### src/rtl/psr_pkg.sv
package psr_pkg;
  localparam int PSR_W     = 32;
  localparam int MODE_W    = 5;
  localparam int NUM_BANKS = 5;

  localparam logic [MODE_W-1:0] MODE_USR = 5'h10;
  localparam logic [MODE_W-1:0] MODE_FIQ = 5'h11;
  localparam logic [MODE_W-1:0] MODE_IRQ = 5'h12;
  localparam logic [MODE_W-1:0] MODE_SVC = 5'h13;
  localparam logic [MODE_W-1:0] MODE_ABT = 5'h17;
  localparam logic [MODE_W-1:0] MODE_UND = 5'h1B;
  localparam logic [MODE_W-1:0] MODE_SYS = 5'h1F;

  localparam int BIT_N = 31;
  localparam int BIT_Z = 30;
  localparam int BIT_C = 29;
  localparam int BIT_V = 28;
  localparam int BIT_I = 7;
  localparam int BIT_F = 6;

  localparam logic [PSR_W-1:0] FLAG_MASK = 32'hF000_0000;
  localparam logic [PSR_W-1:0] MASK_BITS = 32'h0000_00C0;
  localparam logic [PSR_W-1:0] MODE_MASK = 32'h0000_001F;
  localparam logic [PSR_W-1:0] LIVE_MASK = FLAG_MASK | MASK_BITS | MODE_MASK;
  localparam logic [PSR_W-1:0] RESET_PSR = 32'h0000_00D3;

  typedef logic [MODE_W-1:0] mode_t;

  // Bank slot order: supervisor, abort, undefined, irq, fiq
  function automatic mode_t bank_code(input int idx);
    case (idx)
      0:       return MODE_SVC;
      1:       return MODE_ABT;
      2:       return MODE_UND;
      3:       return MODE_IRQ;
      default: return MODE_FIQ;
    endcase
  endfunction

  function automatic logic mode_legal(input mode_t m);
    return (m == MODE_USR) || (m == MODE_FIQ) || (m == MODE_IRQ) ||
           (m == MODE_SVC) || (m == MODE_ABT) || (m == MODE_UND) ||
           (m == MODE_SYS);
  endfunction
endpackage

### src/rtl/psr_mode_dec.sv
module psr_mode_dec
  import psr_pkg::*;
#(
  parameter int NB = NUM_BANKS
) (
  input  mode_t         mode,
  output logic [NB-1:0] bank_hit,
  output logic          has_bank,
  output logic          legal
);
  for (genvar i = 0; i < NB; i++) begin : g_hit
    assign bank_hit[i] = (mode == bank_code(i));
  end
  assign has_bank = |bank_hit;
  assign legal    = mode_legal(mode);
endmodule

### src/rtl/psr_flag_calc.sv
module psr_flag_calc
  import psr_pkg::*;
#(
  parameter int W = PSR_W
) (
  input  logic [W-1:0] result,
  input  logic         carry,
  input  logic         ovf,
  output logic [3:0]   nzcv
);
  assign nzcv = {result[W-1], (result == '0), carry, ovf};
endmodule

### src/rtl/psr_bank.sv
module psr_bank
  import psr_pkg::*;
#(
  parameter int NB = NUM_BANKS,
  parameter int W  = PSR_W
) (
  input  logic          clk,
  input  logic          rst_n,
  input  logic [NB-1:0] save_sel,
  input  logic [W-1:0]  save_data,
  input  logic [NB-1:0] wr_sel,
  input  logic [W-1:0]  wr_data,
  input  logic [NB-1:0] rd_sel,
  output logic [W-1:0]  rd_data
);
  logic [W-1:0] slot_q [NB];

  for (genvar i = 0; i < NB; i++) begin : g_slot
    always_ff @(posedge clk) begin
      if (!rst_n)           slot_q[i] <= '0;
      else if (save_sel[i]) slot_q[i] <= save_data;
      else if (wr_sel[i])   slot_q[i] <= wr_data;
    end
  end

  always_comb begin
    rd_data = '0;
    for (int i = 0; i < NB; i++)
      if (rd_sel[i]) rd_data = rd_data | slot_q[i];
  end
endmodule

### src/rtl/psr_unit.sv
module psr_unit
  import psr_pkg::*;
(
  input  logic        clk,
  input  logic        rst_n,
  input  logic        alu_valid,
  input  logic        alu_setf,
  input  logic [31:0] alu_result,
  input  logic        alu_carry,
  input  logic        alu_ovf,
  input  logic        exc_enter,
  input  logic [4:0]  exc_mode,
  input  logic        exc_return,
  input  logic        sr_wr_en,
  input  logic        sr_wr_sel,
  input  logic [31:0] sr_wr_data,
  input  logic        sr_rd_sel,
  output logic [31:0] sr_rd_data,
  output logic [31:0] cpsr_out,
  output logic        flag_n,
  output logic        flag_z,
  output logic        flag_c,
  output logic        flag_v,
  output logic        irq_mask,
  output logic        fiq_mask,
  output logic [4:0]  cur_mode
);
  localparam int NB = NUM_BANKS;
  localparam int W  = PSR_W;

  logic [W-1:0]  cpsr_q, cpsr_d;
  logic [NB-1:0] cur_hit, tgt_hit, wr_hit_unused;
  logic          cur_banked, cur_legal_unused;
  logic          tgt_banked, tgt_legal_unused;
  logic          wr_banked_unused, wr_mode_ok;
  logic [NB-1:0] bank_save, bank_wr;
  logic [W-1:0]  saved_cur;
  logic [3:0]    alu_nzcv;
  logic          in_user;

  psr_mode_dec #(.NB(NB)) u_cur_dec (
    .mode(cpsr_q[4:0]), .bank_hit(cur_hit),
    .has_bank(cur_banked), .legal(cur_legal_unused));

  psr_mode_dec #(.NB(NB)) u_tgt_dec (
    .mode(exc_mode), .bank_hit(tgt_hit),
    .has_bank(tgt_banked), .legal(tgt_legal_unused));

  psr_mode_dec #(.NB(NB)) u_wr_dec (
    .mode(sr_wr_data[4:0]), .bank_hit(wr_hit_unused),
    .has_bank(wr_banked_unused), .legal(wr_mode_ok));

  psr_flag_calc #(.W(W)) u_flags (
    .result(alu_result), .carry(alu_carry), .ovf(alu_ovf), .nzcv(alu_nzcv));

  psr_bank #(.NB(NB), .W(W)) u_bank (
    .clk(clk), .rst_n(rst_n),
    .save_sel(bank_save), .save_data(cpsr_q),
    .wr_sel(bank_wr), .wr_data(sr_wr_data & LIVE_MASK),
    .rd_sel(cur_hit), .rd_data(saved_cur));

  assign in_user = (cpsr_q[4:0] == MODE_USR);

  always_comb begin
    cpsr_d    = cpsr_q;
    bank_save = '0;
    bank_wr   = '0;
    if (exc_enter) begin
      if (tgt_banked) begin
        bank_save       = tgt_hit;
        cpsr_d[4:0]     = exc_mode;
        cpsr_d[BIT_I]   = 1'b1;
        if (exc_mode == MODE_FIQ) cpsr_d[BIT_F] = 1'b1;
      end
    end else if (exc_return) begin
      if (cur_banked) cpsr_d = saved_cur;
    end else begin
      if (sr_wr_en && sr_wr_sel && cur_banked) bank_wr = cur_hit;
      if (sr_wr_en && !sr_wr_sel) begin
        cpsr_d[31:28] = sr_wr_data[31:28];
        if (!in_user) begin
          cpsr_d[BIT_I] = sr_wr_data[BIT_I];
          cpsr_d[BIT_F] = sr_wr_data[BIT_F];
          if (wr_mode_ok) cpsr_d[4:0] = sr_wr_data[4:0];
        end
      end else if (alu_valid && alu_setf) begin
        cpsr_d[31:28] = alu_nzcv;
      end
    end
  end

  always_ff @(posedge clk) begin
    if (!rst_n) cpsr_q <= RESET_PSR;
    else        cpsr_q <= cpsr_d & LIVE_MASK;
  end

  assign sr_rd_data = (sr_rd_sel && cur_banked) ? saved_cur : cpsr_q;
  assign cpsr_out   = cpsr_q;
  assign flag_n     = cpsr_q[BIT_N];
  assign flag_z     = cpsr_q[BIT_Z];
  assign flag_c     = cpsr_q[BIT_C];
  assign flag_v     = cpsr_q[BIT_V];
  assign irq_mask   = cpsr_q[BIT_I];
  assign fiq_mask   = cpsr_q[BIT_F];
  assign cur_mode   = cpsr_q[4:0];
endmodule

### config.mk
export PLATFORM = sky130hd
export DESIGN_NAME = psr_unit
export DESIGN_NICKNAME = d
export VERILOG_FILES = /design/src/rtl/psr_pkg.sv /design/src/rtl/psr_mode_dec.sv /design/src/rtl/psr_flag_calc.sv /design/src/rtl/psr_bank.sv /design/src/rtl/psr_unit.sv
export SDC_FILE = /design/constraint.sdc
export NUM_CORES = 1
export LEC_CHECK = 0
export BUFFER_PORTS_ARGS = -buffer_cell sky130_fd_sc_hd__buf_2
export CORE_UTILIZATION = 54
export CTS_BUF_LIST = sky130_fd_sc_hd__clkbuf_8 sky130_fd_sc_hd__clkbuf_16
export CTS_CLUSTER_SIZE = 14
export DETAILED_ROUTE_END_ITERATION = 6
export GPL_TIMING_DRIVEN = 0
export MAX_ROUTING_LAYER = met4
export PLACE_DENSITY = 0.86
export SETUP_SLACK_MARGIN = 0.15
export SKIP_LAST_GASP = 1
export SLEW_MARGIN = 20
export SYNTH_ARGS = -nofsm -noshare
export SYNTH_HDL_FRONTEND = slang
export SYNTH_SLANG_ARGS = --single-unit
### constraint.sdc
create_clock -name clk -period 4.2 [get_ports clk]
set_clock_uncertainty 0.1 [all_clocks]
set_input_delay 0 -clock clk [delete_from_list [all_inputs] [get_ports clk]]
set_output_delay 0 -clock clk [all_outputs]
set_load 0.02 [all_outputs]
==> results.sh <==
export IMPL_dieArea_sq_um=8360
export IMPL_synth_top_family_by_area="compound AO/OA/AOI/OAI gates"
export IMPL_post_cts_buffers=0
export IMPL_fillers=575
export IMPL_cp_max_fo=10
export IMPL_grt_pass1_wl_mm=21.7
export IMPL_path_class="reg2out"
export IMPL_cts_root_buf="clkbuf_8"
export IMPL_outcome="finished with violations"
export IMPL_end_kind="primary output"
export IMPL_dp_hpwl_mm=9.78
export IMPL_antenna_found_initial=0
export IMPL_routed_wl_mm=14.6
export IMPL_place_gp_congestion=0.945
export IMPL_initialDrtViolationCount=553
export IMPL_timing_hold_ws_ps=14.8
export IMPL_worst_pin_slew_ps=813
export IMPL_synth_edf_count=55
export IMPL_violations="DRC"
export IMPL_synth_area_sq_um=4320
export IMPL_track_usage_pct=36.4
export IMPL_via_per_inst=6.12
export IMPL_cts_resized=0
export IMPL_synth_ff_type="edfxtp_1"
export IMPL_die_h_um=91.4
export IMPL_yosys_area_share_simple_pct=17.4
export IMPL_placeableCoreArea_sq_um=7730
export IMPL_overflow=0
export IMPL_start_util_pct=55.9
export IMPL_port_buffers=89
export IMPL_ys_seq_area_share_pct=43.3
export IMPL_ctsLongestPathBuffers=2
export IMPL_clock_sinks=66
export IMPL_required_ps=4100
export IMPL_finalSetupViolations=0
export IMPL_ir_worst_vdd_mv=0.219
export IMPL_syn_inst=434
export IMPL_drive_above_1_share_pct=31.7
export IMPL_async_flop_share_pct=0
export IMPL_final_cell_mix="buf_2 (96), edfxtp_1 (55), buf_4 (54)"
export IMPL_min_path_type="in2reg"
export IMPL_layout_commonest_cell="buf_2"
export IMPL_clk_latency_ps=370
export IMPL_diodes=0
export IMPL_power_total_mw=1.97
export IMPL_drtAntennaViolNets=0
export IMPL_synth_mux_area_share_pct=4.23
export IMPL_synth_xor_area_share_pct=0
export IMPL_post_drt_wl_per_cell_um=21.0
export IMPL_drc=4
export IMPL_crit_arrival_ps=3040
export IMPL_ios=155
export IMPL_min_period_ps=3140
export IMPL_timing_final_crit_share_pct=74.7
export IMPL_start_kind="flip-flop"
export IMPL_htree_levels=3
export IMPL_power_leakage_nw=2.34
export IMPL_slew_viol_final=0
export IMPL_die_w_um=91.4
export IMPL_grt_pass1_vias=4043
export IMPL_num_rows=32
export IMPL_grt_max_degree=13
export IMPL_syn_avg_cell_area_sq_um=9.95
export IMPL_rsz0062_at_grt="no"
export IMPL_path_clk_slew_ps=70
export IMPL_fmax_mhz=319
export IMPL_cts_tree="built"
export IMPL_yosysUniqueCellTypes=53
export IMPL_cts_made_buffers=9
export IMPL_vias=4254
export IMPL_ys_warn_count=0
export IMPL_cap_violations=0
export IMPL_synth_adder_area_share_pct=0
export IMPL_nets=668
export IMPL_power_density_nw_per_um2=362
export IMPL_max_slew_margin_pct=45.6
export IMPL_final_setup_tns_ps=0
export IMPL_synth_ff_latch_count=66
export IMPL_hold_viol=0
export IMPL_dr_pass1_iters=7
export IMPL_syn_to_final_growth_pct=25.9
export IMPL_synth_compound_area_share_pct=22.0
layout make-up:
class	count	area (sq um)	area share, %
timing repair buffer	102	577	10.6
sequential	66	1870	34.4
clock buffer	9	124	2.28
multi-input combinational	318	2060	37.9
tap	102	128	2.35
buffer	86	542	9.96
inverter	5	18.8	0.345
clock inverter	7	119	2.19
flip-flops by register name, summed over array words and instances, names as in the netlist:
register       cells
u_bank.slot_q     55
cpsr_out          11
metrics by stage:
step,std cells,worst slack (ps),instance area (sq um),util (%)
floorplan,475,1680,4470,-
global placement,666,968,5050,65.3
detailed placement,667,1390,5070,65.6
CTS,695,1150,5430,70.3
global route,695,939,5440,70.4
finish,695,1060,5440,70.4
per-layer routing:
| layer | part of all wire, % | global-route usage (%) | up-vias |
|---|---|---|---|
| li1 | - | - | 1895 |
| met1 | 35 | 41.6 | 1921 |
| met2 | 48 | 58.6 | 374 |
| met3 | 13 | 10.5 | 64 |
| met4 | 4.3 | 17.9 | 0 |
| met5 | 0 | - | - |
cell families after synthesis:
family,Yosys count
simple gates,138
compound gates,121
buf+inv,91
flops,66
mux,17
other cells,1
synth_stat cells, types with 5 or more instances:
master,number,area (sq um)
nand4_1,10,62.6
nand3_1,13,65.1
nand2_1,39,146
buf_4,54,405
mux2i_1,7,70.1
a211oi_1,8,60.1
a222oi_1,7,70.1
and2_1,7,43.8
nor2_1,22,82.6
a22o_1,44,385
a32o_1,6,60.1
mux2_2,10,113
o22ai_1,6,37.5
a21oi_1,10,50.1
clkbuf_1,23,86.3
buf_2,7,35.0
inv_1,5,18.8
dfxtp_1,11,220
o21ai_0,21,105
edfxtp_1,55,1650
nor4_1,10,62.6
nor2b_1,5,31.3
and3_1,7,43.8
where the power goes:
| group | switching [mW] | internal (mW) |
|---|---|---|
| registers | 0.0263 | 0.742 |
| logic | 0.339 | 0.188 |
| clock network | 0.279 | 0.394 |
| total | 0.644 | 1.32 |
worst max-delay path, cell delays in order, from the launching register on:
cell	delay (ps)
dfxtp_1	490
clkbuf_1	410
nand4b_1	360
nor2_1	660
a222oi_1	330
o21ai_0	230
buf_2	190
repair_timing:
action	4_1_cts	5_1_grt
endpoints found under the setup margin	0	0
hold endpoints to repair	52	0
hold buffers	12	0
final timing paths:
| check | start | cells after the start | slack, ps | to |
|---|---|---|---|---|
| setup / recovery | cpsr_out[0]$_SDFFE_PN1P_ | 6 | 1060 | sr_rd_data[3] |
| hold / removal | alu_ovf | 4 | 10 | cpsr_out[28]$_SDFFE_PN0P_ |
| setup reg to reg | cpsr_out[0]$_SDFFE_PN1P_ | 6 | 1320 | cpsr_out[3]$_SDFFE_PN0P_ |
| hold reg to reg | cpsr_out[30]$_SDFFE_PN0P_ | 2 | 510 | cpsr_out[30]$_SDFFE_PN0P_ |
No activity file was read; power rests on OpenSTA's default activity.
